$ cat config.mk
export PLATFORM = sky130hd
export DESIGN_NAME = dmaStrobeGen
export DESIGN_NICKNAME = d
export VERILOG_FILES = /design/src/rtl/dmaStrobePkg.sv /design/src/rtl/dmaStrobeDatapath.sv /design/src/rtl/dmaStrobeControl.sv /design/src/rtl/dmaStrobeGen.sv
export SDC_FILE = /design/constraint.sdc
export NUM_CORES = 1
export LEC_CHECK = 0
export CAP_MARGIN = 40
export CORE_ASPECT_RATIO = 0.6
export CORE_MARGIN = 3
export CORE_UTILIZATION = 51
export CTS_BUF_LIST = sky130_fd_sc_hd__clkbuf_16
export DETAILED_ROUTE_END_ITERATION = 6
export DONT_BUFFER_PORTS = 1
export GPL_ROUTABILITY_DRIVEN = 0
export PLACE_DENSITY = 0.73
export SYNTH_ARGS = -nofsm -noshare
export SYNTH_HDL_FRONTEND = slang
export SYNTH_SLANG_ARGS = --single-unit
$ cat constraint.sdc
create_clock -name clk -period 2.4 [get_ports clk]
set_clock_uncertainty 0.05 [all_clocks]
set_input_delay 0.48 -clock clk [delete_from_list [all_inputs] [get_ports clk]]
set_output_delay 0.48 -clock clk [all_outputs]
set_load 0.02 [all_outputs]
$ cat src/rtl/dmaStrobePkg.sv
package dmaStrobePkg;

  typedef enum logic [1:0] {
    ST_IDLE   = 2'd0,
    ST_WAIT   = 2'd1,
    ST_ACTIVE = 2'd2,
    ST_RECOV  = 2'd3
  } xferState_t;

  // strobes from control to datapath
  typedef struct packed {
    logic loadXfer;    // latch count, type, direction
    logic loadActive;  // load phase counter with active ticks
    logic loadRecov;   // load phase counter with recovery ticks
    logic stepPhase;   // count phase down
    logic dropWord;    // one word completed
  } dpCtrl_t;

  function automatic int maxInt(input int a, input int b);
    return (a > b) ? a : b;
  endfunction

endpackage

$ cat src/rtl/dmaStrobeDatapath.sv
module dmaStrobeDatapath
  import dmaStrobePkg::*;
#(
  parameter int CNT_W = 8,
  parameter int ACT_A = 4, parameter int REC_A = 5,
  parameter int ACT_B = 3, parameter int REC_B = 4,
  parameter int ACT_C = 2, parameter int REC_C = 2,
  parameter int ACT_D = 1, parameter int REC_D = 2
) (
  input  logic             clk,
  input  logic             rstN,
  input  dpCtrl_t          ctrl,
  input  logic [CNT_W-1:0] wordCount,
  input  logic [1:0]       typeIn,
  input  logic             dirIn,
  output logic             phaseZero,
  output logic             residueZero,
  output logic             residueOne,
  output logic             dirLatched,
  output logic [CNT_W-1:0] residue
);

  localparam int TICK_MAX = maxInt(maxInt(maxInt(ACT_A, ACT_B), maxInt(ACT_C, ACT_D)),
                                   maxInt(maxInt(REC_A, REC_B), maxInt(REC_C, REC_D)));
  localparam int PH_W = $clog2(TICK_MAX + 1);
  localparam int N_TYPES = 4;

  logic [PH_W-1:0]  phaseCnt;
  logic [1:0]       typeReg;
  logic [CNT_W-1:0] wordsLeft;
  logic             dirReg;
  logic [PH_W-1:0]  actTab [N_TYPES];
  logic [PH_W-1:0]  recTab [N_TYPES];

  // tick tables, loaded as count-1 so the last tick is the zero state
  genvar t;
  generate
    for (t = 0; t < N_TYPES; t++) begin : gTick
      localparam int ACT_T = (t == 0) ? ACT_A : (t == 1) ? ACT_B : (t == 2) ? ACT_C : ACT_D;
      localparam int REC_T = (t == 0) ? REC_A : (t == 1) ? REC_B : (t == 2) ? REC_C : REC_D;
      assign actTab[t] = PH_W'(ACT_T - 1);
      assign recTab[t] = PH_W'(REC_T - 1);
    end
  endgenerate

  always_ff @(posedge clk or negedge rstN) begin
    if (!rstN) begin
      typeReg <= '0;
      dirReg  <= 1'b0;
    end else if (ctrl.loadXfer) begin
      typeReg <= typeIn;
      dirReg  <= dirIn;
    end
  end

  always_ff @(posedge clk or negedge rstN) begin
    if (!rstN) begin
      phaseCnt <= '0;
    end else if (ctrl.loadActive) begin
      phaseCnt <= actTab[typeReg];
    end else if (ctrl.loadRecov) begin
      phaseCnt <= recTab[typeReg];
    end else if (ctrl.stepPhase && phaseCnt != '0) begin
      phaseCnt <= phaseCnt - 1'b1;
    end
  end

  always_ff @(posedge clk or negedge rstN) begin
    if (!rstN) begin
      wordsLeft <= '0;
    end else if (ctrl.loadXfer) begin
      wordsLeft <= wordCount;
    end else if (ctrl.dropWord && wordsLeft != '0) begin
      wordsLeft <= wordsLeft - 1'b1;
    end
  end

  assign phaseZero   = (phaseCnt == '0);
  assign residueZero = (wordsLeft == '0);
  assign residueOne  = (wordsLeft == CNT_W'(1));
  assign dirLatched  = dirReg;
  assign residue     = wordsLeft;

endmodule

$ cat src/rtl/dmaStrobeControl.sv
module dmaStrobeControl
  import dmaStrobePkg::*;
(
  input  logic    clk,
  input  logic    rstN,
  input  logic    start,
  input  logic    dmaReq,
  input  logic    abort,
  input  logic    phaseZero,
  input  logic    residueZero,
  input  logic    residueOne,
  output dpCtrl_t ctrl,
  output logic    busy,
  output logic    ackOn,
  output logic    strobeOn,
  output logic    done,
  output logic    xferFail,
  output logic    startErr
);

  xferState_t state, stateNext;
  logic finish, finishFail;

  always_comb begin
    stateNext  = state;
    ctrl       = '0;
    finish     = 1'b0;
    finishFail = 1'b0;
    unique case (state)
      ST_IDLE: begin
        if (start) begin
          ctrl.loadXfer = 1'b1;
          stateNext     = ST_WAIT;
        end
      end
      ST_WAIT: begin
        if (residueZero) begin
          finish    = 1'b1;
          stateNext = ST_IDLE;
        end else if (dmaReq) begin
          ctrl.loadActive = 1'b1;
          stateNext       = ST_ACTIVE;
        end else if (abort) begin
          finish     = 1'b1;
          finishFail = 1'b1;
          stateNext  = ST_IDLE;
        end
      end
      ST_ACTIVE: begin
        if (phaseZero) begin
          ctrl.loadRecov = 1'b1;
          stateNext      = ST_RECOV;
        end else begin
          ctrl.stepPhase = 1'b1;
        end
      end
      ST_RECOV: begin
        if (!phaseZero) begin
          ctrl.stepPhase = 1'b1;
        end else begin
          ctrl.dropWord = 1'b1;
          if (residueOne) begin
            finish    = 1'b1;
            stateNext = ST_IDLE;
          end else if (dmaReq) begin
            ctrl.loadActive = 1'b1;
            stateNext       = ST_ACTIVE;
          end else if (abort) begin
            finish     = 1'b1;
            finishFail = 1'b1;
            stateNext  = ST_IDLE;
          end else begin
            stateNext = ST_WAIT;
          end
        end
      end
      default: stateNext = ST_IDLE;
    endcase
  end

  always_ff @(posedge clk or negedge rstN) begin
    if (!rstN) begin
      state    <= ST_IDLE;
      done     <= 1'b0;
      xferFail <= 1'b0;
      startErr <= 1'b0;
    end else begin
      state    <= stateNext;
      done     <= finish;
      xferFail <= finish & finishFail;
      startErr <= start & (state != ST_IDLE);
    end
  end

  assign busy     = (state != ST_IDLE);
  assign ackOn    = (state == ST_ACTIVE) || (state == ST_RECOV);
  assign strobeOn = (state == ST_ACTIVE);

endmodule

$ cat src/rtl/dmaStrobeGen.sv
module dmaStrobeGen
  import dmaStrobePkg::*;
#(
  parameter int CNT_W = 8,
  parameter int ACT_A = 4, parameter int REC_A = 5,
  parameter int ACT_B = 3, parameter int REC_B = 4,
  parameter int ACT_C = 2, parameter int REC_C = 2,
  parameter int ACT_D = 1, parameter int REC_D = 2
) (
  input  logic             clk,
  input  logic             rstN,
  input  logic [1:0]       timingType,
  input  logic             dirWrite,
  input  logic             start,
  input  logic [CNT_W-1:0] wordCount,
  input  logic             dmaReq,
  input  logic             abort,
  output logic             dmaAck,
  output logic             rdStrobe,
  output logic             wrStrobe,
  output logic             busy,
  output logic             done,
  output logic             xferFail,
  output logic             startErr,
  output logic [CNT_W-1:0] residue
);

  dpCtrl_t ctrl;
  logic phaseZero, residueZero, residueOne, dirLatched, strobeOn;

  dmaStrobeControl uCtrl (
    .clk(clk), .rstN(rstN), .start(start), .dmaReq(dmaReq), .abort(abort),
    .phaseZero(phaseZero), .residueZero(residueZero), .residueOne(residueOne),
    .ctrl(ctrl), .busy(busy), .ackOn(dmaAck), .strobeOn(strobeOn),
    .done(done), .xferFail(xferFail), .startErr(startErr)
  );

  dmaStrobeDatapath #(
    .CNT_W(CNT_W),
    .ACT_A(ACT_A), .REC_A(REC_A), .ACT_B(ACT_B), .REC_B(REC_B),
    .ACT_C(ACT_C), .REC_C(REC_C), .ACT_D(ACT_D), .REC_D(REC_D)
  ) uData (
    .clk(clk), .rstN(rstN), .ctrl(ctrl), .wordCount(wordCount),
    .typeIn(timingType), .dirIn(dirWrite),
    .phaseZero(phaseZero), .residueZero(residueZero), .residueOne(residueOne),
    .dirLatched(dirLatched), .residue(residue)
  );

  assign rdStrobe = strobeOn & ~dirLatched;
  assign wrStrobe = strobeOn & dirLatched;

endmodule

==> metrics.csv, run 1 <==
stage,metric,value,unit
die,ios,31,
timing,rsz0062_at_grt,false,
layout,antenna_cells,0,
run,maxCapViolations,0,
logic_synthesis,synth_cell_types,42,
clock_network,clk_path_buf_depth,2,
logic_synthesis,async_flop_share,100,%
global_route,grt_max_degree,20,
timing,setup_viol,0,
logic_synthesis,synth-seq-cells,19,
drt,routedWlPerCell,16.2,um
critical_path,crit_path_end_kind,flip-flop,
drt,route.detailed.drc,0,
timing,slew_violations,0,
logic_synthesis,ys_seq_area_share,40.6,%
drt,vias,962,
clock_network,cts_max_level,1,
clock_network,insertion_delay,0.25,ns
timing,relSlewSlack,60.0,%
die,rows,12,
place,numPortBuffers,0,
global_route,grt_use_total,19.6,%
logic_synthesis,synth_edf_count,0,
power_and_ir_drop,irDropWorstVdd,0.794,mV
critical_path,arrival,2.41,ns
layout,final_layout_size_suffix_gt1_share,9.92,%
die,core-area,0.00201,mm^2
clock_network,cts_tree,yes,
critical_path,critPathKind,flip-flop to flip-flop,
outcome,outcome,"finished, final reports clean",
logic_synthesis,synthTopCellsByArea,"dfrtp_1 41%, ha_1 5.3%, a21oi_1 4.7%, nor2_1 4.2%, inv_1 3.5%",
timing,tns,0,ns
die,die_width,67.9,um
critical_path,cp_data_required_time,2.53,ns
layout,final_util,65.3,%
logic_synthesis,yosysTopAreaCell,dfrtp_1,
timing,fin_crit,2.29,ns
die,die_h,43.1,um
critical_path,crit_fanout,11,
layout,synthToLayoutAreaGrowth,12.1,%
logic_synthesis,synth_largest_type_area_fraction,40.6,%
power_and_ir_drop,leakage,0.000551,uW
global_route,grt_remaining_overflow,0,
logic_synthesis,synth_area,0.00117,mm^2
timing,worst_slew_pin_slew,0.600,ns
timing,fmax,437,MHz
drt,drtIter0Drc,75,
global_route,first_global_vias,858,
clock_network,cts_made_buffers,3,
critical_path,start_kind,flip-flop,
timing,hold_violations,0,
logic_synthesis,yosysWarningCount,0,
logic_synthesis,synthesis.nets,149,
clock_network,clock-root-buffer,clkbuf_16,
logic_synthesis,postSynthAreaPerCell,9.16,um^2
global_route,grt_first_pass_wirelength,4.22,mm
drt,postRouteAntennaNets,0,
drt,via_per_inst,6.05,
die,initial_utilization,58.3,%
timing,finalCritPeriodShare,95.3,%
place,hpwl,1.91,mm
drt,finalWirelength,2.58,mm
logic_synthesis,synth_flop_cell,dfrtp_1,
global_route,antenna_found_initial,0,
drt,firstDrtPassIters,4,
logic_synthesis,synthTopCellsByCount,"19 x dfrtp_1, 13 x nor2_1, 11 x a21oi_1, 11 x inv_1",
logic_synthesis,synthCells,128,
logic_synthesis,yosysMostFrequentCell,dfrtp_1,
die,die_area,0.00293,mm^2
hold_path,min-delay-path-class,input port to flip-flop,
power_and_ir_drop,powerDensity,1360,mW/mm^2
layout,nNetsFinal,153,
clock_network,cts_sinks,19,
clock_network,path_clk_slew,0.05,ns
[layout make-up]
class | instances | area [um^2]
flip-flops and latches | 19 | 475
clock inverters | 1 | 3.75
fillers | 179 | 698
repair buffers | 6 | 55.1
clock buffers | 3 | 75.1
inverters | 11 | 41.3
well taps | 28 | 35.0
multi-input cells | 91 | 628
[path summary, 6_finish.rpt]
path | from | end | slack (ns) | cells after the start
setup / recovery | uData.phaseCnt[0] | uData.residue[1] | 0.11 | 7
hold / removal | timingType[1] | uData.typeReg[1] | 0.31 | 1
setup reg to reg | uData.phaseCnt[0] | uData.residue[1] | 0.11 | 7
hold reg to reg | uData.dirLatched | uData.dirLatched | 0.48 | 1
max in group asynchronous | rstN | uCtrl.state[1] | 1.39 | 2
min in group asynchronous | rstN | uData.residue[4] | 0.51 | 1
[cell usage in the layout (no fill, tap or decap), types with 4 or more instances in the layout]
cell and n:
buf_4 4, nand2_1 5, inv_1 12, xnor2_1 4, dfrtp_1 19, a21oi_1 11
ha_1 5, nor2_1 13
[metrics by stage]
stage	std cells	area, um^2	setup WS (ns)	total power, uW	hold WS, ns
final	159	1310	0.113	1790	0.311
after detailed placement	153	1210	0.161	1430	0.135
after CTS	158	1300	0.150	1780	0.307
after floorplan	128	1170	0.486	1230	0.134
after global routing	159	1310	0.00155	1930	0.317
after global placement	153	1210	0.222	1390	0.135
[report_power, final]
| group | internal (uW) | switching, uW |
|---|---|---|
| clock | 222 | 119 |
| sequential | 458 | 238 |
| combinational | 326 | 425 |
| total | 1010 | 781 |
[metal layers]
metal,vias to the layer above,GRT usage [%],wire length [um]
li1,462,-,-
met1,447,28.8,1290
met2,49,25.7,1010
met3,4,8.47,261
met4,0,5.14,26
met5,-,0,0
[cells by family (layout without fill, tap and decap cells)]
family	after synthesis	count (layout)	share of synthesized area, %
adders and majority gates	5	5	5.34
buffers and inverters	18	21	5.98
DFF	19	19	40.6
and+or+nand+nor	45	45	21.3
AOI/OAI and AO/OA	30	30	17.4
xor gates and xnor gates	4	4	2.99
muxes	7	7	6.40
[state kept, by name (all words and copies together) (netlist names)]
signal	cells
uCtrl.done	1
uData.phaseCnt	3
uData.dirLatched	1
uData.typeReg	2
uCtrl.state	2
uCtrl.xferFail	1
uCtrl.startErr	1
uData.residue	8
[timing repair]
item / 4_1_cts / 5_1_grt
resized for setup: 0 / 1
setup endpoints to repair: 0 / 1
hold endpoints to repair: 19 / 0
buffers inserted: 0 / 0
hold buffers: 1 / 0
[critical path, stage by stage, from the launching register on]
cell and delay, ns:
dfrtp_1 0.35, inv_1 0.09, ha_1 0.19, ha_1 0.40, nand3_1 0.25, a21oi_1 0.37, mux2_2 0.38, a21oi_1 0.13
No activity file was read; power rests on OpenSTA's default activity.
==> run 2: changes to the inputs <==
--- a/config.mk
+++ b/config.mk
@@ -7,12 +7,10 @@
 export LEC_CHECK = 0
 export CAP_MARGIN = 40
 export CORE_ASPECT_RATIO = 0.6
-export CORE_MARGIN = 3
 export CORE_UTILIZATION = 51
 export CTS_BUF_LIST = sky130_fd_sc_hd__clkbuf_16
 export DETAILED_ROUTE_END_ITERATION = 6
 export DONT_BUFFER_PORTS = 1
-export GPL_ROUTABILITY_DRIVEN = 0
 export PLACE_DENSITY = 0.73
 export SYNTH_ARGS = -nofsm -noshare
 export SYNTH_HDL_FRONTEND = slang
==> run 2 against run 1 <==
  * Largest power group is now registers
  * Cell count stayed put
  * First-iteration DRC count is 37% higher
  * Critical path depth stayed put
==> metrics.csv, run 2 (same netlist as run 1, synthesis figures left out) <==
stage,metric,value,unit,change
outcome,outcome,"finished, final reports clean",,
timing,relSlewSlack,41.6,%,-18 points
critical_path,crit_path_end_kind,flip-flop,,
critical_path,reg2reg_slack,0.20,ns,+0.08 ns
timing,rsz0062_at_grt,false,,
timing,tns,0,ns,unchanged
critical_path,reg2reg_depth,7,,unchanged
layout,synthToLayoutAreaGrowth,10.2,%,
layout,layout_commonest_cell,dfrtp_1,,
global_route,grt_max_degree,20,,unchanged
global_route,first_global_vias,798,,-7.0%
timing,worst_slew_pin_slew,0.873,ns,+0.273 ns
timing,finalCritPeriodShare,91.8,%,-3.5 points
layout,final_util,59.7,%,-5.6 points
critical_path,max_stage_delay,0.56,ns,+0.16 ns
critical_path,crit_fanout,11,,unchanged
hold_path,min-delay-path-class,input port to flip-flop,,
global_route,grt_remaining_overflow,0,,unchanged
timing,setup_viol,0,,unchanged
die,core-area,0.00216,mm^2,+7.5%
clock_network,insertion_delay,0.25,ns,about the same
die,die_width,63.9,um,-5.9%
power_and_ir_drop,irDropWorstVdd,0.600,mV,-24%
layout,nNetsFinal,151,,-1.3%
die,die_area,0.00250,mm^2,-15%
global_route,grt_use_total,22.5,%,+2.8 points
drt,drtIter0Drc,103,,+37%
place,place.gp.congestion,0.903,,
critical_path,critPathKind,flip-flop to flip-flop,,
layout,final_cell_count_no_fill,159,,unchanged
die,die_h,39.1,um,-9.3%
critical_path,crit_buf_inv,1,,unchanged
drt,route.detailed.drc,0,,unchanged
drt,firstDrtPassIters,4,,unchanged
clock_network,cts_sinks,19,,unchanged
die,ios,31,,unchanged
critical_path,start_kind,flip-flop,,
clock_network,clk_path_buf_depth,2,,unchanged
hold_path,hold_start,timingType[1],,
critical_path,cp_common_cell,ha_1,,
place,hpwl,1.89,mm,-1.0%
place,numPortBuffers,0,,unchanged
hold_path,holdPathStages,1,,unchanged
critical_path,path_cells,"inv_1, ha_1, ha_1, nand4_1, a2111oi_0, xnor2_1, a21oi_1",,
power_and_ir_drop,leakage,0.000539,uW,-2.2%
run,maxCapViolations,0,,unchanged
critical_path,r2r-start,uData.phaseCnt[0],,
global_route,antenna_found_initial,0,,unchanged
layout,antenna_cells,0,,unchanged
timing,hold_violations,0,,unchanged
critical_path,cpLargestDelayFamily,compound AO/OA/AOI/OAI gates,,
global_route,grt_first_pass_wirelength,3.98,mm,-5.6%
drt,via_per_inst,6.14,,+1.6%
layout,final_layout_size_suffix_gt1_share,8.53,%,-1.4 points
timing,fmax,454,MHz,+3.8%
drt,routedWlPerCell,15.8,um,-2.9%
critical_path,r2r_end,uData.residue[4],,
timing,holdWs,0.308,ns,-0.00364 ns
timing,fin_crit,2.20,ns,-0.0829 ns
layout,final_cell_mix,"19 x dfrtp_1, 13 x nor2_1, 12 x inv_1",,
drt,finalWirelength,2.51,mm,-2.9%
clock_network,cts_max_level,1,,unchanged
timing,slew_violations,0,,unchanged
die,initial_utilization,54.2,%,-4.1 points
critical_path,arrival,2.26,ns,-0.15 ns
clock_network,cts_tree,yes,,
power_and_ir_drop,total_power,1760,uW,-1.8%
drt,postRouteAntennaNets,0,,unchanged
power_and_ir_drop,powerDensity,1360,mW/mm^2,-0.18%
layout,multi_input_area,627,um^2,-0.20%
die,rows,13,,+1
clock_network,post_cts_buffers,0,,unchanged
drt,vias,977,,+1.6%
layout,nFillCells,189,,+5.6%
clock_network,cts_made_buffers,3,,unchanged
layout,seq_area,475,um^2,unchanged
clock_network,clock-root-buffer,clkbuf_16,,
critical_path,cp_data_required_time,2.46,ns,-0.07 ns
critical_path,crit_slowest_cell,a2111oi_0,,
hold_path,min_to,uData.typeReg[1],,
layout,largest_register_ffs,8,,unchanged
place,dpl.cell_count,154,,+0.65%
clock_network,path_clk_slew,0.05,ns,about the same
==> run 2: per-layer routing <==
layer / track usage (%) / share of wire [%] / vias up
met5: 0 / 0 / -
met4: 5.11 / 0.84 / 0
met3: 7.94 / 9.8 / 2
met2: 31.4 / 41 / 41
met1: 32.4 / 49 / 469
li1: - / - / 465
==> run 2: worst max path at each step <==
| stage | startpoint | endpoint | slack, ns | cells past startpoint |
|---|---|---|---|---|
| floorplan | uData.residue[0] | uData.residue[4] | 0.49 | 6 |
| global placement | uData.phaseCnt[0] | uData.residue[4] | 0.30 | 7 |
| detailed placement | uData.phaseCnt[0] | uData.residue[4] | 0.21 | 7 |
| CTS | uData.phaseCnt[0] | uData.residue[4] | 0.20 | 7 |
| global route | uData.phaseCnt[0] | uData.residue[4] | 0.002 | 7 |
| finish | uData.phaseCnt[0] | uData.residue[4] | 0.20 | 7 |
==> run 2: power breakdown <==
group	internal (uW)	switching [uW]	total, uW
Sequential	458	257	715
Clock	222	115	336
Combinational	312	392	704
Total	991	764	1760
==> run 2: what timing repair did <==
action,CTS,global route
gates resized for setup,0,0
endpoints found under the hold margin,19,0
hold buffers,1,0
==> run 2: layout make-up <==
| cell class | instances | area share (%) |
|---|---|---|
| Clock buffer | 3 | 5.81 |
| Inverter | 11 | 3.19 |
| Sequential cell | 19 | 36.8 |
| Tap cell | 30 | 2.90 |
| Timing Repair Buffer | 4 | 2.52 |
| Clock inverter | 1 | 0.290 |
| Multi-Input combinational cell | 91 | 48.5 |
==> run 2: metrics by stage <==
| stage | setup slack (ns) | area (um^2) |
|---|---|---|
| 6_report | 0.196 | 1290 |
| 5_1_grt | 0.00184 | 1290 |
| 4_1_cts | 0.200 | 1290 |
| 3_5_place_dp | 0.214 | 1200 |
| 3_3_place_gp | 0.298 | 1200 |
| 2_1_floorplan | 0.486 | 1170 |
==> run 2: worst reg2reg max path: cells and delay by family, from the launching register on <==
family,cells,cell delay [ns]
AO/OA/AOI/OAI,2,0.64
adder cells (fa/ha/maj),2,0.54
flip-flops,1,0.36
AND/OR/NAND/NOR,1,0.20
XOR/XNOR,1,0.18
buffers and inverters,1,0.10
